## src/rtl/pgw_pkg.sv

```systemverilog
package pgw_pkg;

    // Action taken when the front end reports the end of a frame
    typedef enum logic [1:0] {
        END_NONE    = 2'd0,
        END_COMMIT  = 2'd1,
        END_DISCARD = 2'd2
    } end_act_e;

    // One array write request from the sequencer
    typedef struct packed {
        logic       we;
        logic [7:0] data;
    } wr_slot_t;

    function automatic end_act_e classify_end(
        input logic ended,
        input logic aligned,
        input logic permit,
        input logic any_data
    );
        if (!ended)
            return END_NONE;
        if (aligned && permit && any_data)
            return END_COMMIT;
        return END_DISCARD;
    endfunction

endpackage

```

## src/rtl/pgw_page_buf.sv

```systemverilog
module pgw_page_buf #(
    parameter int PAGE_BYTES = 32,
    parameter int ADDR_W     = 11,
    localparam int IDX_W     = $clog2(PAGE_BYTES),
    localparam int HI_W      = ADDR_W - IDX_W
) (
    input  logic              clk,
    input  logic              rst,
    input  logic              lock,
    input  logic              flush,
    input  logic              start_valid,
    input  logic [ADDR_W-1:0] start_addr,
    input  logic              byte_valid,
    input  logic [7:0]        byte_data,
    input  logic [IDX_W-1:0]  rd_idx,
    output pgw_pkg::wr_slot_t rd_slot,
    output logic              any_vld,
    output logic [HI_W-1:0]   page_hi
);
    logic [7:0]            store [PAGE_BYTES];
    logic [PAGE_BYTES-1:0] vld;
    logic [IDX_W-1:0]      ptr;
    logic [HI_W-1:0]       hi_q;
    logic                  armed;
    logic                  take_addr;
    logic                  take_byte;

    assign take_addr = !flush && !lock && start_valid;
    assign take_byte = !flush && !lock && !start_valid && byte_valid && armed;

    always_ff @(posedge clk) begin
        if (rst) begin
            vld   <= '0;
            armed <= 1'b0;
            ptr   <= '0;
            hi_q  <= '0;
        end else if (flush) begin
            vld   <= '0;
            armed <= 1'b0;
        end else if (take_addr) begin
            hi_q  <= start_addr[ADDR_W-1:IDX_W];
            ptr   <= start_addr[IDX_W-1:0];
            vld   <= '0;
            armed <= 1'b1;
        end else if (take_byte) begin
            vld[ptr] <= 1'b1;
            ptr      <= ptr + 1'b1;   // wraps inside the page
        end
    end

    always_ff @(posedge clk) begin
        if (take_byte)
            store[ptr] <= byte_data;
    end

    assign rd_slot.we   = vld[rd_idx];
    assign rd_slot.data = store[rd_idx];
    assign any_vld      = |vld;
    assign page_hi      = hi_q;

    AST_BUF_FROZEN: assert property (@(posedge clk) disable iff (rst)
        (lock && !flush) |=> ($stable(vld) && $stable(hi_q)))
        else $error("buffer changed while locked");

endmodule

```

## src/rtl/pgw_prog_timer.sv

```systemverilog
module pgw_prog_timer #(
    parameter int PAGE_BYTES = 32,
    parameter int CYCLE_CLKS = 64,
    localparam int IDX_W     = $clog2(PAGE_BYTES),
    localparam int CNT_W     = $clog2(CYCLE_CLKS + 1)
) (
    input  logic             clk,
    input  logic             rst,
    input  logic             launch,
    output logic             busy,
    output logic             slot_live,
    output logic [IDX_W-1:0] slot_idx,
    output logic             done
);
    logic [CNT_W-1:0] cnt;

    always_ff @(posedge clk) begin
        if (rst) begin
            busy <= 1'b0;
            cnt  <= '0;
        end else if (launch && !busy) begin
            busy <= 1'b1;
            cnt  <= '0;
        end else if (busy) begin
            if (cnt == CNT_W'(CYCLE_CLKS - 1))
                busy <= 1'b0;
            else
                cnt <= cnt + 1'b1;
        end
    end

    assign done      = busy && (cnt == CNT_W'(CYCLE_CLKS - 1));
    assign slot_live = busy && (cnt < CNT_W'(PAGE_BYTES));
    assign slot_idx  = cnt[IDX_W-1:0];

    AST_LAUNCH_STARTS: assert property (@(posedge clk) disable iff (rst)
        (launch && !busy) |=> (busy && slot_live && slot_idx == '0))
        else $error("launch did not start a cycle");

    AST_DONE_ENDS: assert property (@(posedge clk) disable iff (rst)
        done |=> !busy)
        else $error("busy survived the done pulse");

    AST_DONE_ONCE: assert property (@(posedge clk) disable iff (rst)
        done |=> !done)
        else $error("done longer than one clock");

endmodule

```

## src/rtl/pgw_sequencer.sv

```systemverilog
module pgw_sequencer #(
    parameter int PAGE_BYTES = 32,
    parameter int ADDR_W     = 11,
    parameter int CYCLE_CLKS = 64,
    localparam int IDX_W     = $clog2(PAGE_BYTES),
    localparam int HI_W      = ADDR_W - IDX_W
) (
    input  logic              clk,
    input  logic              rst,
    input  logic              start_valid,
    input  logic [ADDR_W-1:0] start_addr,
    input  logic              byte_valid,
    input  logic [7:0]        byte_data,
    input  logic              frame_end,
    input  logic              frame_aligned,
    input  logic              write_permit,
    output logic              busy,
    output logic              arr_we,
    output logic [ADDR_W-1:0] arr_addr,
    output logic [7:0]        arr_wdata,
    output logic              cycle_done
);
    import pgw_pkg::*;

    end_act_e          act;
    wr_slot_t          slot;
    logic              any_vld;
    logic [HI_W-1:0]   page_hi;
    logic [IDX_W-1:0]  slot_idx;
    logic              slot_live;
    logic              launch;
    logic              flush;

    assign act    = classify_end(frame_end, frame_aligned, write_permit, any_vld);
    assign launch = !busy && (act == END_COMMIT);
    assign flush  = (!busy && (act == END_DISCARD)) || cycle_done;

    pgw_page_buf #(
        .PAGE_BYTES (PAGE_BYTES),
        .ADDR_W     (ADDR_W)
    ) u_buf (
        .clk         (clk),
        .rst         (rst),
        .lock        (busy),
        .flush       (flush),
        .start_valid (start_valid),
        .start_addr  (start_addr),
        .byte_valid  (byte_valid),
        .byte_data   (byte_data),
        .rd_idx      (slot_idx),
        .rd_slot     (slot),
        .any_vld     (any_vld),
        .page_hi     (page_hi)
    );

    pgw_prog_timer #(
        .PAGE_BYTES (PAGE_BYTES),
        .CYCLE_CLKS (CYCLE_CLKS)
    ) u_tmr (
        .clk       (clk),
        .rst       (rst),
        .launch    (launch),
        .busy      (busy),
        .slot_live (slot_live),
        .slot_idx  (slot_idx),
        .done      (cycle_done)
    );

    assign arr_we    = slot_live && slot.we;
    assign arr_addr  = {page_hi, slot_idx};
    assign arr_wdata = slot.data;

    AST_WE_IN_CYCLE: assert property (@(posedge clk) disable iff (rst)
        arr_we |-> busy)
        else $error("array write outside a program cycle");

    AST_DENIED_IDLE: assert property (@(posedge clk) disable iff (rst)
        (frame_end && !busy && !(frame_aligned && write_permit)) |=> !busy)
        else $error("unqualified frame started a cycle");

    AST_PAGE_HELD: assert property (@(posedge clk) disable iff (rst)
        (arr_we && $past(arr_we)) |-> $stable(arr_addr[ADDR_W-1:IDX_W]))
        else $error("upper address moved during a cycle");

endmodule

```

## config.mk

```make
export PLATFORM = sky130hd
export DESIGN_NAME = pgw_sequencer
export DESIGN_NICKNAME = d
export VERILOG_FILES = /design/src/rtl/pgw_pkg.sv /design/src/rtl/pgw_page_buf.sv /design/src/rtl/pgw_prog_timer.sv /design/src/rtl/pgw_sequencer.sv
export SDC_FILE = /design/constraint.sdc
export NUM_CORES = 1
export LEC_CHECK = 0
export BUFFER_PORTS_ARGS = -buffer_cell sky130_fd_sc_hd__buf_2
export CAP_MARGIN = 0
export CORE_MARGIN = 3
export CORE_UTILIZATION = 66
export CTS_CLUSTER_DIAMETER = 30
export CTS_CLUSTER_SIZE = 40
export DETAILED_ROUTE_END_ITERATION = 12
export PLACE_DENSITY = 0.93
export SLEW_MARGIN = 20
export SYNTH_ARGS = -nofsm -noshare
export SYNTH_HDL_FRONTEND = slang
export SYNTH_SLANG_ARGS = --single-unit
```

## constraint.sdc

```tcl
create_clock -name clk -period 6.21 [get_ports clk]
set_input_delay 0.621 -clock clk [delete_from_list [all_inputs] [get_ports clk]]
set_output_delay 0.621 -clock clk [all_outputs]
set_load 0.01 [all_outputs]
```

==> results.cfg <==
[clock_tree]
cts.reportedPaths.clkPinSlew_ns = 0.06
cts_resized = 0
clk-insertion-delay-late_ns = 0.56
ctsHoldBuffers = 0
cts.sinks = 313
cts.path.max_buffers = 3
cts_max_level = 2
cts_setup_buffers = 0
ctsRootBufferMaster = clkbuf_16
cts_made_buffers = 49
cts_tree = done

[detailed_routing]
met2_wirelength_um = 17100
vias = 7824
route.met3.wl_um = 3530
drt-met1-wl_um = 12900
dr.max_layer_used = met4
wirelength_um = 34600
drc_errors = 0
dr.pass1.iters = 5
drtIter0Drc = 1329
wl_per_cell_um = 32.1
drt.antenna.violating_nets = 0
vias_per_cell = 7.24

[global_route]
grt_max_degree = 43
grt_pass1_wl_um = 52700
antenna_found_initial = 0
grt_pass1_vias = 7885
overflow = 0
grt_usage_pct = 33.7

[synthesis]
yosys.area.top_type = edfxtp_1
syn_nets = 758
yosys-top-cells-area = edfxtp_1, mux4_2, dfxtp_1
synth_top_cell_area_share_pct = 60.1
yosysSeqAreaShare_pct = 69.0
synth_edf_count = 256
synth_most_common_cell = edfxtp_1
async_flop_share_pct = 0
synth_ff_type = edfxtp_1
yosys-top-cells-count = edfxtp_1, mux4_2, inv_1
netlist_instances = 727
synth_area_per_cell_um2 = 17.6
synth.distinct_cells = 43
synth_area_um2 = 12800
synth-seq-cells = 313
synth_warnings = 0

[sta]
relSlewSlack_pct = 23.4
slew_violations = 0
setup_slack_ns = 1.98
tns_ns = 0
worstMarginPinSlew_ns = 1.15
final.period_utilization_pct = 68.2
fin_crit_ns = 4.23
rsz0062_at_grt = no
hold_violations = 0
fmax_mhz = 236
setup_viol = 0
finClkSkew_ns = 0.0242

[status]
outcome = finished, final reports clean

[die]
start_util_pct = 67.7
dieArea_um2 = 21100
row_count = 50
die_w_um = 145
core_um2 = 18900
io_pins = 48
die_y_um = 145

[layout]
fin_cells = 1080
syn2layout_area_growth_pct = 16.6
diodes = 0
post_route_cells_drive_above_1_share_pct = 30.2
nFillCells = 891
fin_nets = 810

[critical_path]
cp.required_ns = 5.59
crit_type = flip-flop to output port
cp.arrival_ns = 3.61
crit_path_end_kind = output port
crit_path_start_kind = flip-flop
path_max_fanout = 42

[place]
gp_congestion = 0.867
pre_cts_ws_ns = 2.56
placed_cells = 988
hpwl_um = 18600
portBuffers = 47

[power_and_ir_drop]
power.leakage_nw = 4.91
p_per_area_nw_per_um2 = 351
vdd_drop_max_v = 0.000231

[worst_hold_path]
worstHoldPathType = primary input to flip-flop

[run]
cap_violations = 0
==> routing by layer <==
| layer | global-route usage, % | vias up |
|---|---|---|
| li1 | - | 3070 |
| met1 | 48.8 | 3976 |
| met2 | 53.0 | 694 |
| met3 | 6.37 | 84 |
| met4 | 11.7 | 0 |
| met5 | 0 | - |
==> sequential cells by signal (all words and copies together) (netlist names), named ones only <==
signal         cells
u_buf.store      256
u_tmr.busy         1
u_buf.vld         32
u_buf.page_hi      6
u_tmr.cnt          7
u_buf.ptr          5
u_buf.armed        1
==> logic make-up (layout without fill, tap and decap cells) <==
group | after synthesis | count (layout) | synth area share [%]
DFF | 313 | 313 | 69.0
xor gates and xnor gates | 4 | 4 | 0.274
adders and majority gates | 5 | 5 | 0.489
AOI/OAI and AO/OA | 94 | 94 | 5.79
buffers and inverters | 112 | 205 | 3.66
muxes | 105 | 105 | 17.1
and+or+nand+nor | 94 | 94 | 3.71
==> power breakdown <==
group	total, W	internal [W]	switching, W
logic	0.0000876	0.0000189	0.0000688
clock network	0.00287	0.00174	0.00113
registers	0.00227	0.00227	0.00000387
==> worst paths after layout <==
path                     from          endpoint  slack, ns  depth (start not counted)
max                 flip-flop      arr_wdata[3]       1.98                          5
min             start_addr[5]  u_buf.page_hi[0]       0.32                          3
max reg2reg     u_buf.vld[14]     u_buf.vld[16]       2.93                          6
min reg2reg  u_buf.page_hi[2]  u_buf.page_hi[2]       0.46                          2
==> critical path, cell delays in order, from the launching register on <==
cell     delay, ns
dfxtp_4       0.91
buf_4         0.53
mux4_2        0.60
mux4_2        0.53
mux2_2        0.30
buf_2         0.15
==> per-stage QoR <==
step | hold slack [ns] | cell area [um^2] | utilization [%] | power, W
floorplan | 0.445 | 12800 | - | 0.00235
global placement | 0.440 | 13200 | 69.7 | 0.00239
detailed placement | 0.452 | 13200 | 69.7 | 0.00240
CTS | 0.307 | 14900 | 79.0 | 0.00523
global route | 0.339 | 14900 | 79.0 | 0.00534
finish | 0.317 | 14900 | 79.0 | 0.00523
==> cells in the final DEF, fill, tap and decap left out, types with 3 or more instances in the layout <==
cell	n
o2111ai_1	28
buf_4	7
clkinv_2	3
clkinv_8	4
nor4_1	11
clkbuf_16	51
o211ai_1	5
clkbuf_1	3
edfxtp_1	256
dfxtp_1	55
a21oi_1	7
clkinvlp_4	4
or3_1	3
o21ai_0	5
ha_1	5
mux2_2	8
clkinv_4	7
a22oi_1	33
mux2i_1	7
inv_8	5
inv_6	9
nand2_1	28
nor2_1	18
and3_1	16
nor3_1	8
buf_2	47
bufinv_16	4
inv_1	57
mux4_2	90
==> area by class of cell <==
class	instances	area, um^2	share of cell area, %
multi-input combinational	302	3500	23.5
tap	260	325	2.18
clock inverter	37	447	2.99
timing repair buffer	54	288	1.93
clock buffer	55	1300	8.72
inverter	59	221	1.48
sequential	313	8830	59.2
(Power assumes the default switching activity.)
